--- config.mk ---
export PLATFORM = sky130hd
export DESIGN_NAME = hcp_mailbox
export DESIGN_NICKNAME = d
export VERILOG_FILES = /design/src/rtl/mbx_pkg.sv /design/src/rtl/mbx_host_side.sv /design/src/rtl/mbx_cop_side.sv /design/src/rtl/mbx_status.sv /design/src/rtl/hcp_mailbox.sv
export SDC_FILE = /design/constraint.sdc
export NUM_CORES = 1
export LEC_CHECK = 0
export CELL_PAD_IN_SITES_DETAIL_PLACEMENT = 1
export CELL_PAD_IN_SITES_GLOBAL_PLACEMENT = 1
export CORE_MARGIN = 4
export CORE_UTILIZATION = 30
export CTS_CLUSTER_SIZE = 30
export DETAILED_ROUTE_END_ITERATION = 6
export PLACE_DENSITY_LB_ADDON = 0.15
export SLEW_MARGIN = 10
export SYNTH_ARGS = -nofsm -noshare
export SYNTH_HDL_FRONTEND = slang
export SYNTH_SLANG_ARGS = --single-unit
--- constraint.sdc ---
create_clock -name clk -period 2.5 [get_ports clk]
set_input_delay 0.5 -clock clk [delete_from_list [all_inputs] [get_ports clk]]
set_output_delay 0.5 -clock clk [all_outputs]
set_load 0.005 [all_outputs]
--- src/rtl/mbx_pkg.sv ---
package mbx_pkg;
  localparam int unsigned PORT_W = 8;

  // host side ports
  localparam logic [PORT_W-1:0] H_DATA = 8'hB3;
  localparam logic [PORT_W-1:0] H_CMD  = 8'hBB;
  localparam logic [PORT_W-1:0] H_CTRL = 8'h33;

  // coprocessor side ports
  localparam logic [PORT_W-1:0] C_CMD    = 8'h01;
  localparam logic [PORT_W-1:0] C_OUTB   = 8'h02;
  localparam logic [PORT_W-1:0] C_INB    = 8'h03;
  localparam logic [PORT_W-1:0] C_STAT   = 8'h04;
  localparam logic [PORT_W-1:0] C_CLRCMD = 8'h05;
  localparam logic [PORT_W-1:0] C_PAGE   = 8'h0A;
  localparam logic [PORT_W-1:0] C_VOL    = 8'h0B;

  // request to load one status flag
  typedef struct packed {
    logic we;
    logic val;
  } flag_req_t;
endpackage

--- src/rtl/mbx_host_side.sv ---
module mbx_host_side
  import mbx_pkg::*;
#(
  parameter int unsigned ADDR_W = 16,
  parameter int unsigned DATA_W = 8
) (
  input  logic              clk,
  input  logic              rst,
  input  logic [ADDR_W-1:0] addr,
  input  logic [DATA_W-1:0] wdata,
  input  logic              wr,
  input  logic              rd,
  input  logic              flag_d,
  input  logic              flag_c,
  input  logic [DATA_W-1:0] inb_q,
  output logic [DATA_W-1:0] rdata,
  output logic [DATA_W-1:0] cmd_q,
  output logic [DATA_W-1:0] outb_q,
  output flag_req_t         req_d,
  output flag_req_t         req_c,
  output logic              core_rst,
  output logic              core_nmi
);
  logic [PORT_W-1:0] port;
  logic [ADDR_W-1:0] unused_addr;
  logic              ctl_wr;
  logic [DATA_W-1:0] rd_mux;

  assign port        = addr[PORT_W-1:0];
  assign unused_addr = addr;
  assign ctl_wr      = wr && (port == H_CTRL);

  always_comb begin
    req_d = '0;
    req_c = '0;
    if (rd && port == H_DATA) req_d = '{we: 1'b1, val: 1'b0};
    if (wr && port == H_DATA) req_d = '{we: 1'b1, val: 1'b1};
    if (wr && port == H_CMD)  req_c = '{we: 1'b1, val: 1'b1};
  end

  always_comb begin
    case (port)
      H_DATA:  rd_mux = inb_q;
      H_CMD:   rd_mux = {flag_d, {(DATA_W-2){1'b1}}, flag_c};
      default: rd_mux = '1;
    endcase
  end

  always_ff @(posedge clk) begin
    if (rst) begin
      rdata    <= '0;
      cmd_q    <= '0;
      outb_q   <= '0;
      core_rst <= 1'b0;
      core_nmi <= 1'b0;
    end else begin
      core_rst <= ctl_wr && wdata[DATA_W-1];
      core_nmi <= ctl_wr && !wdata[DATA_W-1] && wdata[DATA_W-2];
      if (wr && port == H_DATA) outb_q <= wdata;
      if (wr && port == H_CMD)  cmd_q  <= wdata;
      if (rd) rdata <= rd_mux;
    end
  end


  pulse_excl_chk: assert property (@(posedge clk) disable iff (rst)
    !(core_rst && core_nmi));

  rst_pulse_chk: assert property (@(posedge clk) disable iff (rst)
    (ctl_wr && wdata[DATA_W-1]) |=> core_rst);

  rdata_hold_chk: assert property (@(posedge clk) disable iff (rst)
    !rd |=> $stable(rdata));
endmodule

--- src/rtl/mbx_cop_side.sv ---
module mbx_cop_side
  import mbx_pkg::*;
#(
  parameter int unsigned ADDR_W = 16,
  parameter int unsigned DATA_W = 8
) (
  input  logic              clk,
  input  logic              rst,
  input  logic [ADDR_W-1:0] addr,
  input  logic [DATA_W-1:0] wdata,
  input  logic              wr,
  input  logic              rd,
  input  logic              page_bit,
  input  logic              vol_bit,
  input  logic [DATA_W-1:0] cmd_q,
  input  logic [DATA_W-1:0] outb_q,
  input  logic              flag_d,
  input  logic              flag_c,
  output logic [DATA_W-1:0] rdata,
  output logic [DATA_W-1:0] inb_q,
  output flag_req_t         req_d,
  output flag_req_t         req_c
);
  logic [PORT_W-1:0] port;
  logic [ADDR_W-1:0] unused_addr;
  logic              acc;
  logic [DATA_W-1:0] rd_mux;

  assign port        = addr[PORT_W-1:0];
  assign unused_addr = addr;
  assign acc         = wr || rd;

  always_comb begin
    req_d = '0;
    req_c = '0;
    if (acc) begin
      case (port)
        C_OUTB:  req_d = '{we: 1'b1, val: 1'b0};
        C_INB:   req_d = '{we: 1'b1, val: 1'b1};
        C_PAGE:  req_d = '{we: 1'b1, val: page_bit};
        C_CLRCMD: req_c = '{we: 1'b1, val: 1'b0};
        C_VOL:   req_c = '{we: 1'b1, val: vol_bit};
        default: ;
      endcase
    end
  end

  always_comb begin
    case (port)
      C_CMD:   rd_mux = cmd_q;
      C_OUTB:  rd_mux = outb_q;
      C_STAT:  rd_mux = {flag_d, {(DATA_W-2){1'b0}}, flag_c};
      default: rd_mux = '1;
    endcase
  end

  always_ff @(posedge clk) begin
    if (rst) begin
      rdata <= '0;
      inb_q <= '0;
    end else begin
      if (wr && port == C_INB)      inb_q <= wdata;
      else if (rd && port == C_INB) inb_q <= '1;
      if (rd) rdata <= rd_mux;
    end
  end


  inb_load_chk: assert property (@(posedge clk) disable iff (rst)
    (wr && port == C_INB) |=> (inb_q == $past(wdata)));

  inb_fill_chk: assert property (@(posedge clk) disable iff (rst)
    (rd && !wr && port == C_INB) |=> (inb_q == '1));
endmodule

--- src/rtl/mbx_status.sv ---
module mbx_status
  import mbx_pkg::*;
(
  input  logic      clk,
  input  logic      rst,
  input  flag_req_t h_d,
  input  flag_req_t h_c,
  input  flag_req_t c_d,
  input  flag_req_t c_c,
  output logic      flag_d,
  output logic      flag_c
);
  always_ff @(posedge clk) begin
    if (rst) begin
      flag_d <= 1'b0;
      flag_c <= 1'b0;
    end else begin
      if (c_d.we)      flag_d <= c_d.val;
      else if (h_d.we) flag_d <= h_d.val;
      if (c_c.we)      flag_c <= c_c.val;
      else if (h_c.we) flag_c <= h_c.val;
    end
  end


  cop_wins_d_chk: assert property (@(posedge clk) disable iff (rst)
    c_d.we |=> (flag_d == $past(c_d.val)));

  cop_wins_c_chk: assert property (@(posedge clk) disable iff (rst)
    c_c.we |=> (flag_c == $past(c_c.val)));

  host_set_d_chk: assert property (@(posedge clk) disable iff (rst)
    (h_d.we && h_d.val && !c_d.we) |=> flag_d);

  flags_hold_chk: assert property (@(posedge clk) disable iff (rst)
    (!c_d.we && !h_d.we && !c_c.we && !h_c.we) |=> ($stable(flag_d) && $stable(flag_c)));
endmodule

--- src/rtl/hcp_mailbox.sv ---
module hcp_mailbox
  import mbx_pkg::*;
#(
  parameter int unsigned ADDR_W = 16,
  parameter int unsigned DATA_W = 8,
  parameter int unsigned VOL_W  = 6
) (
  input  logic              clk,
  input  logic              rst,
  input  logic [ADDR_W-1:0] h_addr,
  input  logic [DATA_W-1:0] h_wdata,
  input  logic              h_wr,
  input  logic              h_rd,
  output logic [DATA_W-1:0] h_rdata,
  input  logic [ADDR_W-1:0] c_addr,
  input  logic [DATA_W-1:0] c_wdata,
  input  logic              c_wr,
  input  logic              c_rd,
  output logic [DATA_W-1:0] c_rdata,
  input  logic [DATA_W-1:0] page_in,
  input  logic [VOL_W-1:0]  vol_in,
  output logic              core_rst_pulse,
  output logic              core_nmi_pulse
);
  localparam int unsigned VOL_BIT = VOL_W - 1;

  logic [DATA_W-1:0] cmd_q, outb_q, inb_q;
  logic              flag_d, flag_c;
  flag_req_t         h_req_d, h_req_c, c_req_d, c_req_c;
  logic [DATA_W-1:0] unused_page;
  logic [VOL_W-1:0]  unused_vol;

  assign unused_page = page_in;
  assign unused_vol  = vol_in;

  mbx_host_side #(.ADDR_W(ADDR_W), .DATA_W(DATA_W)) host_i (
    .clk(clk), .rst(rst), .addr(h_addr), .wdata(h_wdata), .wr(h_wr), .rd(h_rd),
    .flag_d(flag_d), .flag_c(flag_c), .inb_q(inb_q), .rdata(h_rdata),
    .cmd_q(cmd_q), .outb_q(outb_q), .req_d(h_req_d), .req_c(h_req_c),
    .core_rst(core_rst_pulse), .core_nmi(core_nmi_pulse)
  );

  mbx_cop_side #(.ADDR_W(ADDR_W), .DATA_W(DATA_W)) cop_i (
    .clk(clk), .rst(rst), .addr(c_addr), .wdata(c_wdata), .wr(c_wr), .rd(c_rd),
    .page_bit(page_in[0]), .vol_bit(vol_in[VOL_BIT]),
    .cmd_q(cmd_q), .outb_q(outb_q), .flag_d(flag_d), .flag_c(flag_c),
    .rdata(c_rdata), .inb_q(inb_q), .req_d(c_req_d), .req_c(c_req_c)
  );

  mbx_status stat_i (
    .clk(clk), .rst(rst), .h_d(h_req_d), .h_c(h_req_c),
    .c_d(c_req_d), .c_c(c_req_c), .flag_d(flag_d), .flag_c(flag_c)
  );
endmodule

==> results of run 1 <==
## layer usage
| metal | part of all wire, % | vias up |
|---|---|---|
| met2 | 41 | 39 |
| met4 | 0.94 | 0 |
| li1 | - | 819 |
| met1 | 52 | 729 |
| met5 | 0 | - |
| met3 | 6.2 | 5 |
## synthesized netlist by cell type, types with 3 or more instances
cell,n,area share [%]
buf_2,6,1.6
inv_1,3,0.61
nand2_1,11,2.2
dfxtp_1,44,48
clkbuf_1,9,1.8
o221a_2,14,8.5
mux2i_1,18,9.7
a211oi_1,10,4.1
nor2_1,31,6.3
nor4_1,3,1.0
nor3_1,4,1.1
nor2b_1,4,1.4
a22o_1,6,2.8
## metrics by stage
stage,hold WS [ns],cells,worst slack (ns)
after floorplan,0.4608,187,0.5271
after global placement,0.4713,318,0.1535
after detailed placement,0.4811,318,0.1579
after CTS,0.4927,326,0.4786
after global routing,0.5170,326,0.4105
final,0.4864,326,0.4802
## report_power, final
part / internal [mW] / switching, mW
clock network: 0.221 / 0.237
registers: 0.720 / 0.0104
logic: 0.117 / 0.0705
## kinds of logic (layout without fill, tap and decap cells)
family,count (synthesis),after routing
DFF,44,44
muxes,18,18
AOI/OAI and AO/OA,41,41
and+or+nand+nor,65,65
buffers and inverters,18,82
xor gates and xnor gates,1,1
## worst max-delay path, delay by kind of cell
kind,cells,cell delay (ns)
buffers and inverters,2,0.58
AO/OA/AOI/OAI,1,0.24
AND/OR/NAND/NOR,3,0.88
## worst paths after layout
path | endpoint | slack [ns] | cells after the start
worst max-delay path | cop_i.inb_q[4] | 0.48 | 6
worst min-delay path | cop_i.rdata[7] | 0.49 | 2
worst max register to register | cop_i.rdata[0] | 1.58 | 3
worst min register to register | cop_i.rdata[7] | 0.49 | 2
## sequential cells by signal (all words and copies together), names as in the netlist
name	flops
host_i.core_nmi	1
cop_i.inb_q	8
host_i.rdata	8
host_i.outb_q	8
stat_i.flag_d	1
host_i.cmd_q	8
cop_i.rdata	8
stat_i.flag_c	1
host_i.core_rst	1
## layout make-up
class,count,area [sq um]
Fill cell,714,3288
Multi-Input combinational cell,125,900.9
Sequential cell,44,880.8
Timing Repair Buffer,71,688.2
Tap cell,75,93.84
Clock buffer,6,82.58
Inverter,3,11.26
Clock inverter,2,10.01
==> summary.txt, run 1 <==
Final layout
  • Area grow syn2layout: 44.15%
  • N_diodes: 0
  • Share of layout cells above drive strength 1: 15.94%
  • Most frequent cells in the layout: clkdlybuf4s50_1 (57), dfxtp_1 (44), nor2_1 (31)
  • Nets: 318
  • Utilization after layout: 44.79%
  • Design Area, Final: 2668 sq um
  • Commonest non-fill, non-tap cell in the layout: clkdlybuf4s50_1

Place
  • DP Area: 2575 sq um
  • Final HPWL DP: 3615 microns
  • Global placer's final weighted congestion: 0.7016
  • IO Port Bufs: 57

Floorplanning
  • # rows: 28
  • Die Span X: 86.54 microns
  • Core Footprint: 5956 sq um
  • Die area: 7489 sq um
  • Starting Density: 31.07%
  • IO Count: 86
  • Die Y: 86.54 microns

Route
  • First-pass detailed-route iteration total: 4
  • Initial drt markers: 41
  • DRC: 0
  • Vias per cell: 4.883
  • DR vias: 1592
  • Final wirelength: 4805 microns
  • Routed Antenna Nets: 0
  • Routed WL per cell: 14.74 microns

Yosys
  • Number of flops mapped to enable cells by yosys: 0
  • Post-Synthesis Cells: 187
  • Compound-Gate Fraction of Synth Area: 20.08%
  • Multiplexer area fraction after synthesis: 9.736%
  • Post-synthesis adder-cell area fraction: 0%
  • Synth Area in XOR/XNOR: 0.4733%
  • Seq/Total Area, Yosys: 47.60%
  • Post-Syn Area: 1851 sq um
  • Yosys warning count: 0
  • Prevailing post-synth register cell: dfxtp_1
  • Synth Area in Simple Gates: 18.05%
  • Ys async rst share: 0%
  • Flops & latches, synth: 44
  • Largest family of logic cells by synthesized area: compound AO/OA/AOI/OAI gates
  • Synth cell types: 32
  • Syn Nets: 255
  • Mean Syn Cell Area: 9.896 sq um

STA
  • RSZ-0062 raised after global routing: false
  • Max Fclk: 495.1 MHz
  • Worst Skew: 0.001092 ns
  • Final number of setup-violating endpoints: 0
  • Slew Viols, Final: 0
  • Worst-Margin Slew: 0.4188 ns
  • Crit path time final: 2.020 ns
  • Period utilisation layout: 80.79%
  • Final Hold Fails: 0
  • Setup_tns: 0 ns
  • Slew HR: 72.05%

Setup path
  • CP endpoint kind: register
  • CP max stage cell: or4_4
  • R2R Path Start: stat_i.flag_c
  • Critical path cell sequence: clkdlybuf4s50_1 > or4_4 > nor3_4 > nand4_1 > buf_4 > o221a_2
  • Kind of critical path: primary input to register
  • CP max FO: 8
  • Critical path required time: 2.69 ns
  • Worst Path Arrival: 2.21 ns
  • Critical Path Start: c_addr[7]
  • Startpoint Class: primary input
  • Max incr delay on CP: 0.59 ns

Hold path
  • Worst Min Path Start: cop_i.rdata[7]
  • Hold WC Path Type: register to register

Clock network
  • Worst-Skew Late Latency: 0.29 ns
  • Num CTS Buffers: 5
  • Register clock-pin slew on the reported worst setup and hold paths: 0.08 ns
  • CTS tree: yes
  • Post-CTS setup repair buffer count: 0
  • H-tree depth: 2
  • Maximum buffer depth of the clock tree: 2
  • Cts hold-fix bufs: 0
  • Root Driver: clkbuf_8
  • Post-cts gate resize count: 0
  • Clock sink count: 44

GRT
  • Largest net degree at the start of global routing: 29
  • GRT met2 Usage: 19.40%
  • Gr usage total: 13.65%
  • Met1 usage: 20.05%
  • Top Usage Layer GRT: met1
  • GR Overflow Total: 0
  • Antenna violations before repair: 0
  • Vias in the first global route: 1615
  • M3 GR Usage: 4.183%
  • First-pass GRT wire length: 8038 microns

Power
  • Max rail drop VDD: 0.2292 mV
  • Leakage power: 0.9564 nW
  • Power density cells: 515.7 nW/um^2
  • Pwr Total: 1.376 mW

Outcome
  • Status: finished, final reports clean

Flow run
  • Max_cap viols: 0
No activity file was read; power rests on OpenSTA's default activity.
==> inputs of run 2 (changes only) <==
Clock period 2.5 ns to 2.1 ns, I/O delays scaled along.
==> summary.txt, run 2 (same netlist as run 1, synthesis figures left out) <==
Route
  • DRC: 0
  • Final wirelength: 4895 microns
  • Routed Antenna Nets: 0
  • First-pass detailed-route iteration total: 4
  • DR vias: 1614
  • Initial drt markers: 63
  • Routed WL per cell: 14.79 microns
  • Vias per cell: 4.876

Final layout
  • Share of layout cells above drive strength 1: 17.58%
  • Utilization after layout: 45.74%
  • N_diodes: 0
  • Most frequent cells in the layout: clkdlybuf4s50_1 (57), dfxtp_1 (44), nor2_1 (31)
  • Nets: 323
  • Area grow syn2layout: 47.19%
  • Commonest non-fill, non-tap cell in the layout: clkdlybuf4s50_1

Setup path
  • Worst Path Arrival: 2.15 ns
  • CP max FO: 8
  • Startpoint Class: primary input
  • R2R Path Start: host_i.cmd_q[7]
  • CP max stage cell: or4_4
  • Critical path cell sequence: clkdlybuf4s50_1 > or4_4 > nor3_4 > nand4_1 > buf_4 > o221a_2
  • FF-to-FF setup slack: 1.16 ns
  • Critical Path Start: c_addr[7]
  • CP endpoint kind: register
  • Kind of critical path: primary input to register
  • Worst Path Buf+Inv: 2
  • Crit path max-delay family: simple AND/OR/NAND/NOR gates
  • Max incr delay on CP: 0.58 ns
  • Critical path required time: 2.29 ns

STA
  • Worst-Margin Slew: 0.4191 ns
  • RSZ-0062 raised after global routing: false
  • Slew Viols, Final: 0
  • Slew HR: 72.03%
  • Final number of setup-violating endpoints: 0
  • Final Hold Fails: 0
  • Worst Skew: 0.003348 ns
  • Crit path time final: 1.960 ns
  • Max Fclk: 510.3 MHz
  • Setup_tns: 0 ns
  • Period utilisation layout: 93.31%
  • Fin Hold WS: 0.4903 ns

Floorplanning
  • Die Span X: 86.54 microns
  • Starting Density: 31.07%
  • # rows: 28
  • IO Count: 86
  • Core Footprint: 5956 sq um
  • Die Y: 86.54 microns
  • Die area: 7489 sq um

Clock network
  • Post-CTS setup repair buffer count: 0
  • Post-cts gate resize count: 0
  • Cts hold-fix bufs: 0
  • Num CTS Buffers: 5
  • H-tree depth: 2
  • Clock sink count: 44
  • Root Driver: clkbuf_8
  • Register clock-pin slew on the reported worst setup and hold paths: 0.08 ns
  • CTS tree: yes
  • Worst-Skew Late Latency: 0.29 ns
  • Maximum buffer depth of the clock tree: 2

GRT
  • Gr usage total: 13.73%
  • GR Overflow Total: 0
  • Antenna violations before repair: 0
  • Vias in the first global route: 1665
  • Largest net degree at the start of global routing: 29
  • First-pass GRT wire length: 8155 microns

Place
  • Global placer's final weighted congestion: 0.7314
  • Final HPWL DP: 3756 microns
  • IO Port Bufs: 57

Flow run
  • Max_cap viols: 0

Power
  • Leakage power: 0.9837 nW
  • Max rail drop VDD: 0.2470 mV
  • Power density cells: 637.9 nW/um^2
  • Pwr Total: 1.738 mW

Hold path
  • Hold WC Path Type: register to register
  • Worst Min Path Start: cop_i.rdata[0]

Outcome
  • Status: finished, final reports clean
run 2: cell count changes in the layout (fill, tap and decap cells not counted):
cell | before | now
clkbuf_8 | 6 | 5
bufinv_16 | 0 | 1
buf_4 | 13 | 18
clkinvlp_4 | 0 | 1
clkinv_2 | 2 | 1
run 2: per-stage QoR:
step                area [sq um]  worst slack [ns]  cells
floorplan                   1851            0.2071    187
global placement            2613           -0.1581    323
detailed placement          2613           -0.1899    323
CTS                         2724            0.1182    331
global route                2724           0.06796    331
finish                      2724            0.1405    331
run 2: worst min-delay path, cell delays in order, from the launching register on:
cell and delay [ns]:
dfxtp_1 0.32, nor2_1 0.08, a211oi_1 0.05
run 2: worst paths after layout:
check	endpoint	cells past startpoint
min	cop_i.rdata[0]	2
min reg2reg	cop_i.rdata[0]	2
max	cop_i.inb_q[5]	6
max reg2reg	cop_i.rdata[7]	3
run 2: cell type report:
cell class,instances,area (sq um)
clock inverter,3,42.54
clock buffer,5,68.82
sequential,44,880.8
inverter,3,11.26
timing repair buffer,76,725.7
multi-input combinational,125,900.9
tap,75,93.84
fill,681,3232
run 2: layer usage:
metal	global-route usage [%]	up-vias	part of all wire (%)
met1	19.63	737	51
met3	3.612	6	5.8
li1	-	829	-
met2	20.38	42	42
met4	3.824	0	1.2
met5	0	-	0
run 2: report_power, final:
part | leakage [nW] | switching [mW] | total (mW) | internal, mW
clock network | 0.0541 | 0.288 | 0.639 | 0.352
registers | 0.360 | 0.0128 | 0.870 | 0.857
logic | 0.570 | 0.0847 | 0.228 | 0.144
total | 0.984 | 0.385 | 1.74 | 1.35
